<file path="src/rtl/sbg_pkg.sv">
package sbg_pkg;

    localparam int ST_W = 4;

    typedef enum logic [3:0] {
        CMD_NOP  = 4'd0,
        CMD_ACT  = 4'd1,
        CMD_RD   = 4'd2,
        CMD_WR   = 4'd3,
        CMD_PRE  = 4'd4,
        CMD_REF  = 4'd5,
        CMD_SREF = 4'd6,
        CMD_SRX  = 4'd7,
        CMD_MRS  = 4'd8,
        CMD_BST  = 4'd9
    } cmd_e;

    typedef enum logic [ST_W-1:0] {
        ST_IDLE    = 4'd0,
        ST_OPENING = 4'd1,
        ST_ACTIVE  = 4'd2,
        ST_READING = 4'd3,
        ST_WRITING = 4'd4,
        ST_CLOSING = 4'd5,
        ST_MRSWAIT = 4'd6,
        ST_REFRESH = 4'd7,
        ST_SELFREF = 4'd8,
        ST_WAKING  = 4'd9
    } bank_st_e;

    typedef enum logic [1:0] {
        ERR_NONE   = 2'd0,
        ERR_STATE  = 2'd1,
        ERR_TIMING = 2'd2
    } err_e;

    function automatic cmd_e cmd_decode(logic [3:0] raw);
        return (raw <= 4'd9) ? cmd_e'(raw) : CMD_NOP;
    endfunction

    function automatic int max2(int a, int b);
        return (a > b) ? a : b;
    endfunction

endpackage

</file>
<file path="src/rtl/sbg_bank.sv">
module sbg_bank
    import sbg_pkg::*;
#(
    parameter int TRCD      = 3,
    parameter int TRP       = 3,
    parameter int TMRD      = 2,
    parameter int TRFC      = 6,
    parameter int TSREX     = 8,
    parameter int BURST_LEN = 4
) (
    input  logic     clk,
    input  logic     rst_n,
    input  logic     sel_i,
    input  cmd_e     cmd_i,
    input  logic     ap_i,
    input  logic     commit_i,
    output logic     viol_o,
    output err_e     vcode_o,
    output bank_st_e state_o
);
    localparam int MAXD = max2(max2(max2(TRCD, TRP), max2(TMRD, TRFC)), max2(TSREX, BURST_LEN));
    localparam int CW   = $clog2(MAXD + 1);
    localparam logic [CW-1:0] L_RCD  = CW'(TRCD - 1);
    localparam logic [CW-1:0] L_RP   = CW'(TRP - 1);
    localparam logic [CW-1:0] L_RPA  = CW'(TRP);
    localparam logic [CW-1:0] L_MRD  = CW'(TMRD - 1);
    localparam logic [CW-1:0] L_RFC  = CW'(TRFC - 1);
    localparam logic [CW-1:0] L_SRX  = CW'(TSREX - 1);
    localparam logic [CW-1:0] L_BL   = CW'(BURST_LEN - 1);
    localparam logic [CW-1:0] ONE    = CW'(1);

    bank_st_e        st_q, st_d;
    logic [CW-1:0]   cnt_q, cnt_d;
    logic            ap_q, ap_d;
    cmd_e            cmd_eff;
    err_e            vcode;
    logic            apply;

    // legality of the addressed command in the present state
    always_comb begin
        cmd_eff = sel_i ? cmd_i : CMD_NOP;
        vcode   = ERR_NONE;
        if (cmd_eff != CMD_NOP) begin
            unique case (st_q)
                ST_IDLE:
                    if (!(cmd_eff inside {CMD_ACT, CMD_PRE, CMD_REF, CMD_SREF, CMD_MRS}))
                        vcode = ERR_STATE;
                ST_ACTIVE:
                    if (!(cmd_eff inside {CMD_RD, CMD_WR, CMD_PRE}))
                        vcode = ERR_STATE;
                ST_READING:
                    if (ap_q || !(cmd_eff inside {CMD_RD, CMD_WR, CMD_PRE, CMD_BST}))
                        vcode = ERR_STATE;
                ST_WRITING:
                    if (ap_q || !(cmd_eff inside {CMD_RD, CMD_WR, CMD_PRE}))
                        vcode = ERR_STATE;
                ST_SELFREF:
                    if (cmd_eff != CMD_SRX)
                        vcode = ERR_STATE;
                ST_OPENING, ST_CLOSING, ST_MRSWAIT, ST_REFRESH, ST_WAKING:
                    vcode = ERR_TIMING;
                default:
                    vcode = ERR_STATE;
            endcase
        end
    end

    assign apply = commit_i && (cmd_eff != CMD_NOP);

    // next state: accepted commands first, otherwise timed exits
    always_comb begin
        st_d  = st_q;
        cnt_d = cnt_q;
        ap_d  = ap_q;
        if (apply) begin
            unique case (cmd_eff)
                CMD_ACT:  begin st_d = ST_OPENING; cnt_d = L_RCD; end
                CMD_RD:   begin st_d = ST_READING; cnt_d = L_BL; ap_d = ap_i; end
                CMD_WR:   begin st_d = ST_WRITING; cnt_d = L_BL; ap_d = ap_i; end
                CMD_PRE:  if (st_q != ST_IDLE) begin st_d = ST_CLOSING; cnt_d = L_RP; ap_d = 1'b0; end
                CMD_REF:  begin st_d = ST_REFRESH; cnt_d = L_RFC; end
                CMD_MRS:  begin st_d = ST_MRSWAIT; cnt_d = L_MRD; end
                CMD_SREF: st_d = ST_SELFREF;
                CMD_SRX:  begin st_d = ST_WAKING; cnt_d = L_SRX; end
                CMD_BST:  st_d = ST_ACTIVE;
                default:  st_d = st_q;
            endcase
        end else if (st_q inside {ST_OPENING, ST_READING, ST_WRITING, ST_CLOSING,
                                  ST_MRSWAIT, ST_REFRESH, ST_WAKING}) begin
            if (cnt_q == ONE) begin
                unique case (st_q)
                    ST_OPENING: st_d = ST_ACTIVE;
                    ST_READING, ST_WRITING:
                        if (ap_q) begin
                            st_d  = ST_CLOSING;
                            cnt_d = L_RPA;
                            ap_d  = 1'b0;
                        end else begin
                            st_d = ST_ACTIVE;
                        end
                    default: st_d = ST_IDLE;
                endcase
            end else begin
                cnt_d = cnt_q - ONE;
            end
        end
    end

    always_ff @(posedge clk) begin
        if (!rst_n) begin
            st_q  <= ST_IDLE;
            cnt_q <= '0;
            ap_q  <= 1'b0;
        end else begin
            st_q  <= st_d;
            cnt_q <= cnt_d;
            ap_q  <= ap_d;
        end
    end

    always_comb begin
        state_o = st_q;
        vcode_o = vcode;
        viol_o  = (vcode != ERR_NONE);
    end

    // the row-open window can only end in ACTIVE
    assert_opening_exit_R3: assert property (@(posedge clk) disable iff (!rst_n)
        (st_q == ST_OPENING) |=> (st_q == ST_OPENING || st_q == ST_ACTIVE));

    // an auto-precharge read burst can only proceed to precharge
    assert_autopre_read_R7: assert property (@(posedge clk) disable iff (!rst_n)
        (st_q == ST_READING && ap_q) |=> (st_q == ST_READING || st_q == ST_CLOSING));

    // mode-load recovery leaves only to IDLE
    assert_mrs_exit_R9: assert property (@(posedge clk) disable iff (!rst_n)
        (st_q == ST_MRSWAIT) |=> (st_q == ST_MRSWAIT || st_q == ST_IDLE));

    // self refresh is left only through the exit delay
    assert_selfref_exit_R10: assert property (@(posedge clk) disable iff (!rst_n)
        (st_q == ST_SELFREF) |=> (st_q == ST_SELFREF || st_q == ST_WAKING));

    // refresh recovery leaves only to IDLE
    assert_refresh_exit_R11: assert property (@(posedge clk) disable iff (!rst_n)
        (st_q == ST_REFRESH) |=> (st_q == ST_REFRESH || st_q == ST_IDLE));

    // a rejected command leaves an untimed state untouched
    assert_hold_on_error_R12: assert property (@(posedge clk) disable iff (!rst_n)
        (viol_o && (st_q == ST_IDLE || st_q == ST_ACTIVE || st_q == ST_SELFREF))
        |=> $stable(st_q));

endmodule

</file>
<file path="src/rtl/sbg_err_pick.sv">
module sbg_err_pick #(
    parameter int NUM_BANKS = 4,
    localparam int BW = (NUM_BANKS > 1) ? $clog2(NUM_BANKS) : 1
) (
    input  logic [NUM_BANKS-1:0]   viol_i,
    input  logic [2*NUM_BANKS-1:0] code_i,
    output logic                   any_o,
    output logic [BW-1:0]          idx_o,
    output logic [1:0]             code_o
);
    always_comb begin
        any_o  = 1'b0;
        idx_o  = '0;
        code_o = 2'd0;
        for (int b = NUM_BANKS - 1; b >= 0; b--) begin
            if (viol_i[b]) begin
                any_o  = 1'b1;
                idx_o  = BW'(b);
                code_o = code_i[2*b +: 2];
            end
        end
    end
endmodule

</file>
<file path="src/rtl/sdram_bank_guard.sv">
module sdram_bank_guard
    import sbg_pkg::*;
#(
    parameter int NUM_BANKS = 4,
    parameter int TRCD      = 3,
    parameter int TRP       = 3,
    parameter int TMRD      = 2,
    parameter int TRFC      = 6,
    parameter int TSREX     = 8,
    parameter int BURST_LEN = 4,
    localparam int BW = (NUM_BANKS > 1) ? $clog2(NUM_BANKS) : 1
) (
    input  logic                      clk,
    input  logic                      rst_n,
    input  logic [3:0]                cmd_i,
    input  logic [BW-1:0]             bank_i,
    input  logic                      a8_i,
    output logic [NUM_BANKS*ST_W-1:0] bank_state_o,
    output logic                      illegal_o,
    output logic [1:0]                err_code_o,
    output logic [BW-1:0]             err_bank_o
);
    cmd_e                   cmd;
    logic                   all_banks;
    logic [NUM_BANKS-1:0]   viol;
    logic [2*NUM_BANKS-1:0] codes;
    logic                   any_viol;
    logic [BW-1:0]          pick_bank;
    logic [1:0]             pick_code;
    logic                   illegal_q;
    logic [1:0]             code_q;
    logic [BW-1:0]          bank_q;

    assign cmd       = cmd_decode(cmd_i);
    assign all_banks = (cmd inside {CMD_REF, CMD_SREF, CMD_SRX, CMD_MRS}) ||
                       (cmd == CMD_PRE && a8_i);

    for (genvar b = 0; b < NUM_BANKS; b++) begin : g_bank
        bank_st_e st;
        err_e     vc;
        sbg_bank #(
            .TRCD(TRCD), .TRP(TRP), .TMRD(TMRD), .TRFC(TRFC),
            .TSREX(TSREX), .BURST_LEN(BURST_LEN)
        ) u_bank (
            .clk      (clk),
            .rst_n    (rst_n),
            .sel_i    (all_banks || (bank_i == BW'(b))),
            .cmd_i    (cmd),
            .ap_i     (a8_i),
            .commit_i (!any_viol),
            .viol_o   (viol[b]),
            .vcode_o  (vc),
            .state_o  (st)
        );
        assign codes[2*b +: 2]           = vc;
        assign bank_state_o[b*ST_W +: ST_W] = st;
    end

    sbg_err_pick #(.NUM_BANKS(NUM_BANKS)) u_pick (
        .viol_i (viol),
        .code_i (codes),
        .any_o  (any_viol),
        .idx_o  (pick_bank),
        .code_o (pick_code)
    );

    always_ff @(posedge clk) begin
        if (!rst_n) begin
            illegal_q <= 1'b0;
            code_q    <= 2'd0;
            bank_q    <= '0;
        end else begin
            illegal_q <= any_viol;
            code_q    <= pick_code;
            bank_q    <= pick_bank;
        end
    end

    assign illegal_o  = illegal_q;
    assign err_code_o = code_q;
    assign err_bank_o = bank_q;

    // a pulse always carries a class, and no class appears without a pulse
    assert_pulse_has_code_R12: assert property (@(posedge clk) disable iff (!rst_n)
        illegal_o |-> (err_code_o != 2'd0));
    assert_quiet_no_code_R12: assert property (@(posedge clk) disable iff (!rst_n)
        !illegal_o |-> (err_code_o == 2'd0));

endmodule

</file>
<file path="config.mk">
export PLATFORM = sky130hd
export DESIGN_NAME = sdram_bank_guard
export DESIGN_NICKNAME = d
export VERILOG_FILES = /design/src/rtl/sbg_pkg.sv /design/src/rtl/sbg_bank.sv /design/src/rtl/sbg_err_pick.sv /design/src/rtl/sdram_bank_guard.sv
export SDC_FILE = /design/constraint.sdc
export NUM_CORES = 1
export LEC_CHECK = 0
export BUFFER_PORTS_ARGS = -buffer_cell sky130_fd_sc_hd__buf_2
export CAP_MARGIN = 20
export CORE_UTILIZATION = 59
export DETAILED_ROUTE_END_ITERATION = 16
export PLACE_DENSITY = 0.78
export SLEW_MARGIN = 30
export SYNTH_ARGS = -nofsm -noshare
export SYNTH_HDL_FRONTEND = slang
export SYNTH_SLANG_ARGS = --single-unit
</file>
<file path="constraint.sdc">
create_clock -name clk -period 3.25 [get_ports clk]
set_clock_uncertainty 0.05 [all_clocks]
set_input_delay 0.1625 -clock clk [delete_from_list [all_inputs] [get_ports clk]]
set_output_delay 0.1625 -clock clk [all_outputs]
set_load 0.02 [all_outputs]
</file>
==> results of run 1 <==
-- state kept, by name, indices dropped and copies added, names as in the netlist --
register               cells
g_bank.u_bank.ap_q         4
g_bank.u_bank.state_o     16
err_code_o                 2
illegal_o                  1
g_bank.u_bank.cnt_q       16
err_bank_o                 2
-- through the flow --
stage	instance area, um^2	cells	setup WS [ps]	hold slack [ps]	util, %
finish	4590	666	202	179	70.3
floorplan	4100	550	374	277	-
global route	4590	665	3.11	169	70.3
detailed placement	4460	657	157	423	68.3
global placement	4460	657	171	417	68.3
CTS	4580	665	126	174	70.1
-- cell type report --
class	instances	area (um^2)
Tap cell	77	96.3
Fill cell	577	1940
Sequential cell	41	821
Clock buffer	6	82.6
Clock inverter	2	37.5
Multi-Input combinational cell	445	3010
Inverter	23	86.3
Antenna cell	1	2.50
Timing Repair Buffer	71	460
-- final timing paths --
kind                                            start  cells after the start                                        to
max reg2reg  g_bank[3].u_bank.state_o[2]$_SDFFE_PN0P_                      9    g_bank[2].u_bank.cnt_q[2]$_SDFFE_PN0P_
max          g_bank[3].u_bank.state_o[2]$_SDFFE_PN0P_                      9    g_bank[2].u_bank.cnt_q[2]$_SDFFE_PN0P_
min                                             rst_n                      2  g_bank[3].u_bank.state_o[1]$_SDFFE_PN0P_
min reg2reg    g_bank[0].u_bank.cnt_q[1]$_SDFFE_PN0P_                      2    g_bank[0].u_bank.cnt_q[1]$_SDFFE_PN0P_
-- worst max-delay path: cells and delay by family (launching register included) --
kind / cells / cell delay, ps
multiplexers: 1 / 140
flip-flops: 1 / 610
buffers and inverters: 1 / 190
AO/OA/AOI/OAI: 6 / 1800
AND/OR/NAND/NOR: 1 / 140
-- metal layers --
metal	GRT usage, %	up-vias	share of wire, %
met3	6.32	40	7.3
met1	47.7	2142	45
li1	-	2171	-
met5	0	-	0
met2	55.6	218	44
met4	16.5	0	3.4
-- what timing repair did --
| item | in CTS | in global routing |
|---|---|---|
| hold buffers | 0 | 0 |
| endpoints found under the setup margin | 0 | 1 |
| gates resized for setup | 0 | 1 |
| buffers inserted | 0 | 0 |
-- kinds of logic (layout without fill, tap and decap cells) --
| kind of cell | Yosys count | in the layout | share of synthesized area, % |
|---|---|---|---|
| and+or+nand+nor | 210 | 210 | 28.3 |
| AOI/OAI and AO/OA | 199 | 199 | 35.5 |
| buffers and inverters | 64 | 102 | 6.84 |
| DFF | 41 | 41 | 20.0 |
| muxes | 21 | 21 | 5.32 |
| adders and majority gates | 8 | 8 | 2.44 |
| xor gates and xnor gates | 7 | 7 | 1.50 |
| other | 0 | 1 | 0 |
-- Yosys cell counts (6+ instances only) --
library cell / instances
or3_1: 8
dfxtp_1: 41
ha_1: 8
o211ai_1: 7
nor2_1: 41
nand2_1: 58
a211o_1: 6
nand3_1: 16
a211oi_1: 10
inv_1: 23
a31oi_1: 14
o21a_1: 7
a21oi_1: 39
mux2i_1: 15
nor2b_1: 10
nor4_1: 12
o21ai_0: 33
clkbuf_1: 28
o211a_1: 6
mux2_2: 6
nor3_1: 14
a22oi_1: 6
nand2b_1: 9
-- where the power goes --
| group | internal [mW] | leakage [nW] | switching [mW] |
|---|---|---|---|
| registers | 0.597 | 0.334 | 0.129 |
| clock network | 0.250 | 0.0574 | 0.197 |
| logic | 0.671 | 1.42 | 0.947 |
==> flow_metrics.py, run 1 <==
metrics = {
    "run_status": {
        "status": "finished, final reports clean",
    },
    "cts": {
        "path_clk_slew_ps": 90,
        "cts.sinks": 41,
        "cts_root_buf": "clkbuf_8",
        "clk_latency_ps": 310,
        "numCtsBuffers": 5,
        "htreeDepth": 2,
        "clock_path_buffers": 2,
        "cts_tree": "yes",
    },
    "detailed_routing": {
        "wl_per_cell_um": 18.7,
        "antenna_left": 0,
        "drt_pass1_iterations": 5,
        "vias": 4571,
        "initialDrtViolationCount": 436,
        "vias_per_cell": 6.86,
        "drc_errors": 0,
        "wl_um": 12500,
    },
    "timing": {
        "slew_violations": 0,
        "finalSetupTns_ps": 0,
        "tightest_slew_ps": 899,
        "grt_setup_unrepaired": "no",
        "timing_hold_violations_final": 0,
        "period_needed_ps": 3050,
        "max_freq_mhz": 328,
        "timing.slew.headroom_pct": 40.0,
        "setup_viol": 0,
        "fin_crit_sh_pct": 93.8,
    },
    "setup_path": {
        "reg2reg_slack_ps": 200,
        "cp-start-kind": "flip-flop",
        "worstPathCellList": "nor2b_1 -> a22o_1 -> a22oi_1 -> o311ai_2 -> o21a_1 -> buf_4 -> o41a_1 -> a221o_1 -> mux2i_1",
        "crit_path_end_kind": "flip-flop",
        "cp_max_fo": 14,
        "critPathKind": "flip-flop to flip-flop",
        "slowest_delay_ps": 610,
        "worstPathRequired_ps": 3400,
        "cp_slowest_cell": "dfxtp_1",
        "crit_arrival_ps": 3200,
    },
    "logic_synthesis": {
        "async_reset_ff_share_pct": 0,
        "synth_cell_type_count": 85,
        "synth_edf_count": 0,
        "syn_inst": 550,
        "synth_top_area_share_pct": 20.0,
        "seq_area_frac_synth_pct": 20.0,
        "yosysWarningCount": 0,
        "synth_flop_cell": "dfxtp_1",
        "avgSynthCellArea_um2": 7.45,
        "synth.net_count": 567,
        "ys_ff_latch": 41,
        "synth_area_leader_cell": "dfxtp_1",
        "ys_top_cells_by_area": "dfxtp_1, nand2_1, a21oi_1",
        "syn_area_um2": 4100,
    },
    "final_layout": {
        "synthToLayoutAreaGrowth_pct": 12.2,
        "final_nets": 604,
        "drive_above_1_share_pct": 19.7,
        "most-common-layout-cells": "nand2_1, buf_4, nor2_1, dfxtp_1, a21oi_1",
        "final_common_cell": "nand2_1",
    },
    "place": {
        "portBuffers": 29,
        "gp_congestion": 1.01,
        "hpwl_um": 9290,
    },
    "global_routing": {
        "overflow": 0,
        "grt_pass1_vias": 4124,
        "antenna_found_initial": 0,
        "grt.total_usage_pct": 35.6,
        "grt_max_degree": 27,
        "grt_pass1_wl_um": 20600,
    },
    "die": {
        "io_pins": 30,
        "core-area_um2": 6530,
        "die_x_um": 85.3,
        "die_area_um2": 7280,
        "start_util_pct": 62.7,
        "rows": 29,
        "die_height_um": 85.3,
    },
    "power_and_ir_drop": {
        "ir_worst_vdd_mv": 0.498,
        "pwr_density_cell_nw_per_um2": 608,
        "power.leakage_nw": 1.81,
        "power_mw": 2.79,
    },
    "flow_run": {
        "maxCapViolCount": 0,
    },
    "worst_hold_path": {
        "hold_path_class": "input port to flip-flop",
    },
}
No activity file was read; power rests on OpenSTA's default activity.
==> run 2: changes to the inputs <==
--- a/config.mk
+++ b/config.mk
@@ -10,6 +10,7 @@
 export CORE_UTILIZATION = 59
 export DETAILED_ROUTE_END_ITERATION = 16
 export PLACE_DENSITY = 0.78
+export RECOVER_POWER = 100
 export SLEW_MARGIN = 30
 export SYNTH_ARGS = -nofsm -noshare
 export SYNTH_HDL_FRONTEND = slang
==> run 2 against run 1 <==
Core utilization down 0.73 points. Critical endpoint unchanged. Cell area down 1.0%. Largest power group unchanged. Register-to-register slack worse by 20 ps.
==> flow_metrics.py, run 2 (synthesis results as in run 1) <==
metrics = {
    "cts": {
        "cts_root_buf": "clkbuf_8",
        "cts_tree": "yes",
        "cts.sinks": 41,
        "numCtsBuffers": 5,
        "post_cts_buffers": 0,
        "path_clk_slew_ps": 90,
        "clock_path_buffers": 2,
        "htreeDepth": 2,
        "clk_latency_ps": 310,
    },
    "power_and_ir_drop": {
        "power.leakage_nw": 1.72,
        "ir_worst_vdd_mv": 0.498,
        "pwr_density_cell_nw_per_um2": 608,
    },
    "setup_path": {
        "cp_max_fo": 14,
        "cp_slowest_cell": "dfxtp_1",
        "slowest_delay_ps": 610,
        "path_buf_inv": 1,
        "crit_path_end_kind": "flip-flop",
        "r2r_cells": 9,
        "critPathTopFamily": "compound AO/OA/AOI/OAI gates",
        "worstPathRequired_ps": 3410,
        "cp-start-kind": "flip-flop",
        "crit_arrival_ps": 3220,
        "reg2reg_to": "g_bank[2].u_bank.cnt_q[2]$_SDFFE_PN0P_",
        "rr_startpoint": "g_bank[3].u_bank.state_o[2]$_SDFFE_PN0P_",
        "critPathKind": "flip-flop to flip-flop",
        "worstPathCellList": "nor2b_1 -> a22o_1 -> a22oi_1 -> o311ai_2 -> o21a_1 -> clkbuf_1 -> o41a_1 -> a221o_1 -> mux2i_1",
        "reg2reg_slack_ps": 180,
    },
    "final_layout": {
        "most-common-layout-cells": "nand2_1, nor2_1, dfxtp_1",
        "post-route-util_pct": 69.6,
        "final_nets": 604,
        "final_common_cell": "nand2_1",
        "synthToLayoutAreaGrowth_pct": 11.0,
        "drive_above_1_share_pct": 15.6,
        "antenna_cells": 0,
    },
    "global_routing": {
        "grt_pass1_wl_um": 20600,
        "grt.total_usage_pct": 35.6,
        "overflow": 0,
        "grt_max_degree": 27,
        "antenna_found_initial": 0,
        "grt_pass1_vias": 4124,
    },
    "timing": {
        "slew_violations": 0,
        "setup_viol": 0,
        "period_needed_ps": 3070,
        "timing_hold_violations_final": 0,
        "timing.slew.headroom_pct": 39.9,
        "finalSetupTns_ps": 0,
        "tightest_slew_ps": 900,
        "fin_crit_sh_pct": 94.4,
        "max_freq_mhz": 326,
        "grt_setup_unrepaired": "no",
    },
    "worst_hold_path": {
        "hp-start": "rst_n",
        "hold_path_class": "input port to flip-flop",
        "min_path_cells": 2,
        "hold_end": "g_bank[3].u_bank.state_o[1]$_SDFFE_PN0P_",
    },
    "run_status": {
        "status": "finished, final reports clean",
    },
    "die": {
        "start_util_pct": 62.7,
        "io_pins": 30,
        "die_x_um": 85.3,
        "die_area_um2": 7280,
        "die_height_um": 85.3,
        "rows": 29,
        "core-area_um2": 6530,
    },
    "detailed_routing": {
        "drc_errors": 0,
        "drt_pass1_iterations": 5,
        "vias_per_cell": 6.79,
        "vias": 4514,
        "initialDrtViolationCount": 429,
        "wl_um": 12500,
        "wl_per_cell_um": 18.7,
        "antenna_left": 0,
    },
    "place": {
        "hpwl_um": 9290,
        "gp_congestion": 1.01,
        "portBuffers": 29,
    },
    "flow_run": {
        "maxCapViolCount": 0,
    },
}
run 2: metal layers:
layer / GRT usage (%) / wire length [um] / up-vias
met5: 0 / 0 / -
met4: 16.5 / 390 / 0
met3: 6.32 / 1010 / 33
met2: 55.6 / 5570 / 218
met1: 47.7 / 5490 / 2094
li1: - / - / 2169
run 2: worst max-delay path by stage:
| stage | startpoint | endpoint | slack, ps | depth (start not counted) |
|---|---|---|---|---|
| after floorplan | g_bank[0].u_bank.state_o[2]$_SDFFE_PN0P_ | g_bank[1].u_bank.state_o[0]$_SDFFE_PN0P_ | 370 | 9 |
| final | g_bank[3].u_bank.state_o[2]$_SDFFE_PN0P_ | g_bank[2].u_bank.cnt_q[2]$_SDFFE_PN0P_ | 180 | 9 |
| after detailed placement | g_bank[1].u_bank.state_o[2]$_SDFFE_PN0P_ | g_bank[3].u_bank.cnt_q[0]$_SDFFE_PN0P_ | 160 | 9 |
| after global routing | g_bank[3].u_bank.state_o[2]$_SDFFE_PN0P_ | g_bank[1].u_bank.cnt_q[0]$_SDFFE_PN0P_ | 4 | 10 |
| after global placement | cmd_i[0] | g_bank[2].u_bank.cnt_q[0]$_SDFFE_PN0P_ | 170 | 11 |
| after CTS | g_bank[1].u_bank.state_o[2]$_SDFFE_PN0P_ | g_bank[3].u_bank.cnt_q[0]$_SDFFE_PN0P_ | 130 | 9 |
run 2: what timing repair did:
| action | CTS | global route |
|---|---|---|
| setup endpoints to repair | 0 | 1 |
| hold buffers | 0 | 0 |
| gates resized for setup | 0 | 1 |
run 2: area by class of cell:
cell class / count / area [um^2]
Inverter: 23 / 86.3
Multi-Input combinational cell: 445 / 2990
Clock buffer: 6 / 82.6
Timing Repair Buffer: 71 / 432
Clock inverter: 2 / 37.5
Tap cell: 77 / 96.3
Fill cell: 595 / 1990
Sequential cell: 41 / 821
run 2: where the power goes:
part / internal [mW] / switching, mW
combinational: 0.654 / 0.936
clock: 0.250 / 0.198
sequential: 0.597 / 0.130
total: 1.50 / 1.26
run 2: metrics by stage:
| stage | cell area, um^2 | power [mW] | hold WS (ps) | setup slack [ps] | cells |
|---|---|---|---|---|---|
| 2_1_floorplan | 4100 | 1.90 | 277 | 374 | 550 |
| 3_3_place_gp | 4460 | 2.27 | 417 | 171 | 657 |
| 3_5_place_dp | 4460 | 2.30 | 423 | 157 | 657 |
| 4_1_cts | 4580 | 2.76 | 174 | 126 | 665 |
| 5_1_grt | 4550 | 2.97 | 169 | 3.73 | 665 |
| 6_report | 4550 | 2.77 | 181 | 183 | 665 |
==> run 3: changes to the inputs <==
--- a/config.mk
+++ b/config.mk
@@ -14,4 +14,5 @@
 export SLEW_MARGIN = 30
 export SYNTH_ARGS = -nofsm -noshare
 export SYNTH_HDL_FRONTEND = slang
+export SYNTH_HIERARCHICAL = 1
 export SYNTH_SLANG_ARGS = --single-unit
==> constraint.sdc (replaced) <==
create_clock -name clk -period 3.25 [get_ports clk]
set_clock_uncertainty 0.05 [all_clocks]
set_input_delay 0.1625 -clock clk [delete_from_list [all_inputs] [get_ports clk]]
set_output_delay 0.1625 -clock clk [all_outputs]
set_load 0.05 [all_outputs]
==> run 3 against run 2 <==
Power up 1.7%. Fmax down 3.7%. Clock power up 13%. Clock-buffer cell count down 1. Worst hold slack better by 190 ps. Global-route usage down 0.34 points. Critical path depth up 8. Register-to-register slack worse by 20 ps. Non-clock buffer count up 93. Routed wire length up 17%.
==> flow_metrics.py, run 3 <==
metrics = {
    "final_layout": {
        "antenna_cells": 0,
        "multiInputGateArea_um2": 3470,
        "register_area_um2": 830,
        "most-common-layout-cells": "buf_4, nor2_1, a21oi_1",
        "final_common_cell": "buf_4",
        "nFillCells": 513,
        "final_nets": 754,
        "drive_above_1_share_pct": 29.5,
        "synthToLayoutAreaGrowth_pct": 31.8,
    },
    "worst_hold_path": {
        "min_path_cells": 2,
        "hold_path_class": "input port to flip-flop",
        "hp-start": "rst_n",
        "hold_end": "g_bank[0].u_bank/cnt_q[3]$_SDFFE_PN0P_",
    },
    "setup_path": {
        "slowest_delay_ps": 570,
        "rr_startpoint": "g_bank[2].u_bank/state_o[1]$_SDFFE_PN0P_",
        "crit_path_end_kind": "flip-flop",
        "worstPathRequired_ps": 3420,
        "reg2reg_slack_ps": 160,
        "cp_slowest_cell": "or4b_4",
        "cp-start-kind": "input port",
        "critPathKind": "input port to flip-flop",
        "r2r_cells": 14,
        "worstPathCellList": "buf_2 -> or4b_4 -> o221ai_1 -> buf_4 -> nand4b_1 -> o21ai_0 -> a21oi_1 -> o22ai_2 -> a41oi_2 -> nor2_2 -> nand2_2 -> inv_4 -> and2_1 -> o221ai_1 -> and3_4 -> o31a_1 -> a221oi_2",
        "crit_arrival_ps": 3350,
        "reg2reg_to": "g_bank[1].u_bank/state_o[2]$_SDFFE_PN0P_",
        "worst_path_most_repeated_cell": "o221ai_1",
        "cp_max_fo": 12,
    },
    "die": {
        "rows": 31,
        "io_pins": 30,
        "die_x_um": 88.7,
        "start_util_pct": 61.2,
        "die_area_um2": 7870,
        "die_height_um": 88.7,
        "core-area_um2": 7250,
    },
    "cts": {
        "hold_buffers": 0,
        "cts_tree": "yes",
        "cts_root_buf": "clkbuf_8",
        "clk_latency_ps": 310,
        "cts.sinks": 41,
        "path_clk_slew_ps": 100,
        "numCtsBuffers": 5,
        "htreeDepth": 2,
        "clock_path_buffers": 2,
    },
    "logic_synthesis": {
        "ys_top_cells_by_count": "nor2_1, a21oi_1, dfxtp_1",
        "synth_top_family_by_area": "compound AO/OA/AOI/OAI gates",
        "synth_compound_area_share_pct": 39.4,
        "synth_mux_area_share_pct": 1.01,
        "synth_flop_cell": "dfxtp_1",
        "synth.net_count": 627,
        "syn_area_um2": 4440,
        "avgSynthCellArea_um2": 7.28,
        "synth_cell_type_count": 56,
        "seq_area_frac_synth_pct": 18.5,
        "yosysWarningCount": 6,
        "synth_area_leader_cell": "dfxtp_1",
        "ys_ff_latch": 41,
        "synth_top_area_share_pct": 18.5,
        "synth-simple-area-share_pct": 30.8,
        "yosysMostFrequentCell": "nor2_1",
        "synthAdderAreaFrac_pct": 2.26,
        "syn_inst": 610,
        "ys_top_cells_by_area": "dfxtp_1, a21oi_1, nor2_1",
        "async_reset_ff_share_pct": 0,
        "synthXorXnorAreaFrac_pct": 0.789,
        "synth_edf_count": 0,
    },
    "global_routing": {
        "antenna_found_initial": 0,
        "grt_max_degree": 31,
        "grt_pass1_vias": 4753,
        "overflow": 0,
        "grt_pass1_wl_um": 22100,
        "grt.total_usage_pct": 35.2,
    },
    "timing": {
        "finalSetupTns_ps": 0,
        "grt_setup_unrepaired": "yes",
        "timing_hold_violations_final": 0,
        "timing.slew.headroom_pct": 56.4,
        "setup_viol": 0,
        "tightest_slew_ps": 648,
        "fin_crit_sh_pct": 98.0,
        "max_freq_mhz": 314,
        "holdWs_ps": 370,
        "slew_violations": 0,
        "period_needed_ps": 3180,
    },
    "detailed_routing": {
        "met2_length_um": 6680,
        "top_layer": "met4",
        "antenna_left": 0,
        "wl_per_cell_um": 17.4,
        "vias": 5553,
        "wl_um": 14500,
        "drc_errors": 0,
        "met3_length_um": 1330,
        "drt-met1-wl_um": 6190,
        "initialDrtViolationCount": 430,
        "drt_pass1_iterations": 5,
        "vias_per_cell": 6.63,
    },
    "place": {
        "hpwl_um": 10100,
        "gp_congestion": 0.981,
        "portBuffers": 29,
    },
    "power_and_ir_drop": {
        "pwr_density_cell_nw_per_um2": 481,
        "power_mw": 2.81,
        "power.leakage_nw": 2.27,
        "ir_worst_vdd_mv": 0.356,
    },
    "run_status": {
        "status": "finished, final reports clean",
    },
    "flow_run": {
        "maxCapViolCount": 0,
    },
}
==> run 3: changes by cell type in the layout (fill, tap and decap cells not counted), moves of 10 or more <==
cell	change
nand2b_1	+12
mux2i_1	-15
o21ai_0	-19
nor2_1	+16
nand2_1	-20
a21oi_1	+18
buf_4	+91
or3b_1	+12
o221ai_1	+11
nor2b_1	+10
o21ai_1	+10
==> run 3: routing by layer <==
layer / global-route usage, % / vias up
met5: 0 / -
met3: 5.22 / 42
li1: - / 2584
met4: 12.5 / 0
met1: 48.5 / 2594
met2: 55.9 / 333
==> run 3: logic make-up (layout without fill, tap and decap cells) <==
group | count (synthesis) | after routing
XOR/XNOR | 4 | 4
buffers and inverters | 70 | 198
multiplexers | 4 | 4
flip-flops | 41 | 41
AO/OA/AOI/OAI | 234 | 234
AND/OR/NAND/NOR | 249 | 249
adder cells (fa/ha/maj) | 8 | 8
==> run 3: power by group <==
group,total (mW),leakage (nW),internal (mW),switching [mW]
Combinational,1.60,1.86,0.724,0.877
Clock,0.506,0.0681,0.306,0.201
Sequential,0.703,0.337,0.588,0.115
==> run 3: worst max-delay path by stage <==
stage,startpoint,endpoint,slack [ps],depth (start not counted)
final,cmd_i[2],g_bank[0].u_bank/cnt_q[0]$_SDFFE_PN0P_,70,17
after global routing,cmd_i[2],g_bank[0].u_bank/state_o[2]$_SDFFE_PN0P_,-110,18
after CTS,cmd_i[2],g_bank[3].u_bank/cnt_q[0]$_SDFFE_PN0P_,8,17
after detailed placement,cmd_i[2],g_bank[1].u_bank/state_o[2]$_SDFFE_PN0P_,-340,17
after global placement,cmd_i[2],g_bank[1].u_bank/state_o[2]$_SDFFE_PN0P_,-190,17
after floorplan,cmd_i[2],g_bank[2].u_bank/state_o[2]$_SDFFE_PN0P_,10,16
==> run 3: per-stage QoR <==
step	area, um^2	setup slack, ps	cells	utilization (%)
after CTS	5720	7.57	833	78.9
after global placement	5590	-195	825	77.0
after global routing	5850	-106	837	80.6
after floorplan	4540	14.8	610	-
after detailed placement	5590	-338	825	77.0
final	5850	65.3	837	80.6
==> run 3: timing repair <==
action,4_1_cts,5_1_grt
gates resized for setup,1,26
endpoints found under the setup margin,3,36
buffers inserted,0,4
pin swaps,1,4
==> run 3: area by class of cell <==
| cell class | count | area share, % |
|---|---|---|
| sequential | 41 | 14.2 |
| timing repair buffer | 164 | 20.2 |
| multi-input combinational | 499 | 59.4 |
| clock inverter | 3 | 1.11 |
| tap | 99 | 2.12 |
| inverter | 26 | 1.78 |
| clock buffer | 5 | 1.18 |
==> run 3: critical path: cells and delay by family <==
kind                   cells  cell delay, ps
AND/OR/NAND/NOR            6            1410
AO/OA/AOI/OAI              8            1330
buffers and inverters      3             440
